<file path="src/rtl/lsc_pkg.sv">
package lsc_pkg;

    parameter int unsigned DEF_CHANNELS = 16;
    parameter int unsigned DEF_DC_WIDTH = 7;

    typedef enum logic {
        LEN_ONOFF = 1'b0,
        LEN_DOT   = 1'b1
    } len_sel_e;

    typedef struct packed {
        logic sclk_rise;
        logic xlat_rise;
        logic xlat_level;
    } strobes_t;

    function automatic int unsigned frame_bits(input int unsigned ch, input int unsigned w);
        return ch * w;
    endfunction

endpackage

</file>
<file path="src/rtl/lsc_edge.sv">
module lsc_edge #(
    parameter int unsigned W = 2
) (
    input  logic         clk,
    input  logic         rst,
    input  logic [W-1:0] lvl_i,
    output logic [W-1:0] rise_o
);

    logic [W-1:0] lvl_q;

    for (genvar i = 0; i < W; i++) begin : g_bit
        always_ff @(posedge clk) begin
            if (rst) lvl_q[i] <= 1'b0;
            else     lvl_q[i] <= lvl_i[i];
        end
        assign rise_o[i] = lvl_i[i] & ~lvl_q[i];
    end

endmodule

</file>
<file path="src/rtl/lsc_shifter.sv">
module lsc_shifter
    import lsc_pkg::*;
#(
    parameter int unsigned CHANNELS = DEF_CHANNELS,
    parameter int unsigned TOT      = frame_bits(DEF_CHANNELS, DEF_DC_WIDTH)
) (
    input  logic                clk,
    input  logic                rst,
    input  len_sel_e            len_i,
    input  logic                shift_en_i,
    input  logic                force_i,
    input  logic [CHANNELS-1:0] force_val_i,
    input  logic                sin_i,
    output logic [TOT-1:0]      shift_q,
    output logic                sout_o
);

    logic [TOT-1:0] shift_d;

    always_comb begin
        shift_d = shift_q;
        if (force_i) begin
            shift_d[CHANNELS-1:0] = force_val_i;
        end else if (shift_en_i) begin
            if (len_i == LEN_DOT) shift_d = {shift_q[TOT-2:0], sin_i};
            else                  shift_d[CHANNELS-1:0] = {shift_q[CHANNELS-2:0], sin_i};
        end
    end

    always_ff @(posedge clk) begin
        if (rst) shift_q <= '0;
        else     shift_q <= shift_d;
    end

    assign sout_o = (len_i == LEN_DOT) ? shift_q[TOT-1] : shift_q[CHANNELS-1];

endmodule

</file>
<file path="src/rtl/lsc_latches.sv">
module lsc_latches
    import lsc_pkg::*;
#(
    parameter int unsigned CHANNELS = DEF_CHANNELS,
    parameter int unsigned TOT      = frame_bits(DEF_CHANNELS, DEF_DC_WIDTH)
) (
    input  logic                clk,
    input  logic                rst,
    input  strobes_t            stb_i,
    input  len_sel_e            len_i,
    input  logic [TOT-1:0]      shift_i,
    input  logic [CHANNELS-1:0] flags_i,
    output logic [CHANNELS-1:0] onoff_o,
    output logic [TOT-1:0]      dotcorr_o,
    output logic [CHANNELS-1:0] flag_q
);

    logic commit_onoff;
    logic follow_dot;

    assign commit_onoff = stb_i.xlat_rise && (len_i == LEN_ONOFF);
    assign follow_dot   = stb_i.xlat_level && (len_i == LEN_DOT);

    always_ff @(posedge clk) begin
        if (rst) begin
            onoff_o <= '0;
            flag_q  <= '0;
        end else if (commit_onoff) begin
            onoff_o <= shift_i[CHANNELS-1:0];
            flag_q  <= flags_i;
        end
    end

    always_ff @(posedge clk) begin
        if (rst)             dotcorr_o <= '0;
        else if (follow_dot) dotcorr_o <= shift_i;
    end

endmodule

</file>
<file path="src/rtl/led_serial_cfg.sv">
module led_serial_cfg
    import lsc_pkg::*;
#(
    parameter int unsigned CHANNELS = DEF_CHANNELS,
    parameter int unsigned DC_WIDTH = DEF_DC_WIDTH
) (
    input  logic                              clk,
    input  logic                              rst,
    input  logic                              sclk_i,
    input  logic                              sin_i,
    input  logic                              xlat_i,
    input  logic                              mode_i,
    input  logic [CHANNELS-1:0]               open_flags_i,
    output logic                              sout_o,
    output logic [CHANNELS-1:0]               onoff_o,
    output logic [CHANNELS*DC_WIDTH-1:0]      dotcorr_o
);

    localparam int unsigned TOT = frame_bits(CHANNELS, DC_WIDTH);

    logic [1:0]          rise;
    strobes_t            stb;
    len_sel_e            len;
    logic                force_load;
    logic [CHANNELS-1:0] flag_q;
    logic [CHANNELS-1:0] force_val;
    logic [TOT-1:0]      shift_q;

    lsc_edge #(.W(2)) u_edge (
        .clk    (clk),
        .rst    (rst),
        .lvl_i  ({xlat_i, sclk_i}),
        .rise_o (rise)
    );

    assign stb        = '{sclk_rise: rise[0], xlat_rise: rise[1], xlat_level: xlat_i};
    assign len        = len_sel_e'(mode_i);
    assign force_load = (len == LEN_ONOFF) && stb.xlat_level;
    assign force_val  = stb.xlat_rise ? open_flags_i : flag_q;

    lsc_shifter #(.CHANNELS(CHANNELS), .TOT(TOT)) u_shift (
        .clk         (clk),
        .rst         (rst),
        .len_i       (len),
        .shift_en_i  (stb.sclk_rise),
        .force_i     (force_load),
        .force_val_i (force_val),
        .sin_i       (sin_i),
        .shift_q     (shift_q),
        .sout_o      (sout_o)
    );

    lsc_latches #(.CHANNELS(CHANNELS), .TOT(TOT)) u_lat (
        .clk       (clk),
        .rst       (rst),
        .stb_i     (stb),
        .len_i     (len),
        .shift_i   (shift_q),
        .flags_i   (open_flags_i),
        .onoff_o   (onoff_o),
        .dotcorr_o (dotcorr_o),
        .flag_q    (flag_q)
    );

endmodule

</file>
<file path="config.mk">
export PLATFORM = sky130hd
export DESIGN_NAME = led_serial_cfg
export DESIGN_NICKNAME = d
export VERILOG_FILES = /design/src/rtl/lsc_pkg.sv /design/src/rtl/lsc_edge.sv /design/src/rtl/lsc_shifter.sv /design/src/rtl/lsc_latches.sv /design/src/rtl/led_serial_cfg.sv
export SDC_FILE = /design/constraint.sdc
export NUM_CORES = 1
export LEC_CHECK = 0
export ABC_CLOCK_PERIOD_IN_PS = 3200
export BUFFER_PORTS_ARGS = -buffer_cell sky130_fd_sc_hd__buf_4
export CORE_MARGIN = 2
export CORE_UTILIZATION = 44
export CTS_CLUSTER_DIAMETER = 200
export DETAILED_ROUTE_END_ITERATION = 6
export PLACE_DENSITY_LB_ADDON = 0.25
export SLEW_MARGIN = 10
export SYNTH_ARGS = -nofsm -noshare
export SYNTH_HDL_FRONTEND = slang
export SYNTH_SLANG_ARGS = --single-unit
</file>
<file path="constraint.sdc">
create_clock -name clk -period 3.2 [get_ports clk]
set_input_delay 0.48 -clock clk [delete_from_list [all_inputs] [get_ports clk]]
set_output_delay 0.48 -clock clk [all_outputs]
set_load 0.005 [all_outputs]
</file>
==> run summary <==
Crit path depth - 4
clock skew - 0.00854 ns
Starting Density - 45.0%
Final Max Slew Viols - 0
Setup WS pre-CTS - 1.05 ns
CTS tree - built
#FFs+latches synth - 258
Main synth FF type - dfxtp_1
post-CTS setup buffer count - 0
Vias/cell - 4.93
global-route congestion overflow total - 0
Initial DRT Pass Iterations - 5
Synth async-reset ratio - 0%
Sink Count - 258
startpoint types - flop
Max FO, Critical Path - 21
cell family with most CP delay - flip-flops
worst reg2reg endpoint - u_lat.onoff_o[12]
FF-to-FF setup slack - 1.05 ns
CTS Hold Bufs - 0
diode count - 0
Slowest-stage cell, CP - dfxtp_1
Buffers & Inverters on Critical Path - 1
Slew HR - 29.1%
TritonCTS Buffers - 27
post-route ant nets - 0
HPWL Detailed - 12.5 mm
first-pass GRT wire length - 33.5 mm
Avg Cell Area, Syn - 8.14 um^2
CP endpoint kind - flop
FP Rows - 52
Die H - 148 um
synth top area cells - dfxtp_1 56%, nand2_1 20%, a21oi_1 13%, mux2i_1 3.5%, buf_2 1.8%
largest net degree at the start of global routing - 123
synthesis-to-layout area growth - 21.7%
die area - 22000 um^2
Die W - 148 um
period utilization - 67.1%
Clk Latency, worst-skew pair - 0.51 ns
Seq/Total Area, Yosys - 56.3%
initial antenna violation count - 0
reg-to-reg critical path startpoint - u_edge.lvl_q[1]
layout cells sized above 1 - 16.6%
syn nets - 1148
clk root buf - clkbuf_16
CP peak stage delay - 1.02 ns
pwr/cell area - 588 nW/um^2
Setup TNS Final - 0 ns
synthesized area - 9170 um^2
Reg2Reg Depth - 4
crit path to - u_lat.onoff_o[12]
cells along the critical path - or3b_1, buf_4, nand2_1, a21oi_1
leak pwr - 0.00408 uW
Tot GR Track Use - 18.0%
fin crit period - 2.15 ns
gpl congestion - 0.772
I/O Buffers - 150
worst setup margin - 1.05 ns
Yosys top cell area share - 56.3%
crit path kind - flop to flop
RSZ-0062 raised after global routing - false
drt total wl - 20.4 mm
largest area contributor in the netlist - dfxtp_1
worst slew pin tran - 1.06 ns
core area - 20400 um^2
count leader, synth - nand2_1
status - completed
Required @ worst endpoint - 3.64 ns
max cap viols - 0
final hold vios - 0
H-tree depth - 1
final setup fails - 0
initial DRC count - 534
HP Class - primary input to flop
Worst Setup SP - u_edge.lvl_q[1]
wire per inst - 13.5 um
post-cts resize count - 0
drt drc - 0
FMAX - 466 MHz
Post-synth top cells - 481 x nand2_1, 258 x dfxtp_1, 240 x a21oi_1, 33 x buf_2
Yosys cell types - 20
Synth Warn # - 0
CTS max path bufs - 3
crit path DAT - 2.58 ns
io pins - 151
vias post-DR - 7467
clock-pin slew on the worst setup and hold paths - 0.06 ns
Synth Instances - 1126
Max VDD drop - 364 uV
NumNets Final - 1249
vias in the first global route - 6734
number of synthesized flops with an enable pin - 0
Fillers - 1916
==> cells in the final DEF, fill, tap and decap left out, drive strengths merged, types with 2 or more instances in the layout <==
cell and count:
mux2i 32, dfxtp 258, nand3b 2, a21oi 240
inv 2, bufinv 2, clkinv 8, clkbuf 35
o22ai 16, buf 159, nand2 481, nor2b 2
==> per-stage QoR <==
step	utilization (%)	instance area, um^2	power (uW)	hold slack (ns)	cells
after detailed placement	50.5	10300	3610	0.446	1468
after CTS	54.8	11200	6640	0.195	1514
after global routing	54.8	11200	6810	0.206	1514
after floorplan	-	9170	3540	0.436	1126
final	54.8	11200	6560	0.214	1514
after global placement	50.5	10300	3610	0.441	1468
==> per-layer routing <==
| metal | track usage [%] | share of wire (%) |
|---|---|---|
| met1 | 24.8 | 47 |
| met2 | 29.4 | 46 |
| met3 | 3.90 | 5.1 |
| met4 | 3.95 | 1.3 |
| met5 | 0 | 0 |
==> kinds of logic after synthesis <==
group,synth area share [%]
AND/OR/NAND/NOR,20.5
flip-flops,56.3
buffers and inverters,5.32
multiplexers,3.62
AO/OA/AOI/OAI,14.3
==> flip-flops by register name, summed over array words and instances, names as in the netlist <==
signal           count
u_edge.lvl_q         2
u_lat.dotcorr_o    112
u_lat.flag_q        16
u_lat.onoff_o       16
u_shift.shift_q    112
==> where the power goes <==
| group | internal, uW | total (uW) | switching, uW |
|---|---|---|---|
| clock network | 1820 | 3020 | 1210 |
| registers | 3240 | 3270 | 27.9 |
| logic | 80.2 | 272 | 192 |
==> worst min path at each step <==
stage                     startpoint                to  slack, ns  depth (start not counted)
detailed placement   u_lat.flag_q[0]   u_lat.flag_q[0]       0.45                          2
floorplan            u_lat.flag_q[0]   u_lat.flag_q[0]       0.44                          2
CTS                           sclk_i   u_edge.lvl_q[0]       0.20                          2
global placement    u_lat.flag_q[14]  u_lat.flag_q[14]       0.44                          2
global route        open_flags_i[11]  u_lat.flag_q[11]       0.21                          3
finish                        sclk_i   u_edge.lvl_q[0]       0.21                          2
==> layout make-up <==
cell class                 instances  area [um^2]  area share [%]
clock buffer                      35          756            6.77
multi-input combinational        780         3540            31.7
sequential                       258         5160            46.3
timing repair buffer             159         1250            11.2
tap                              270          338            3.03
clock inverter                    11          111           0.998
inverter                           1         3.75          0.0336
No activity file was read; power rests on OpenSTA's default activity.
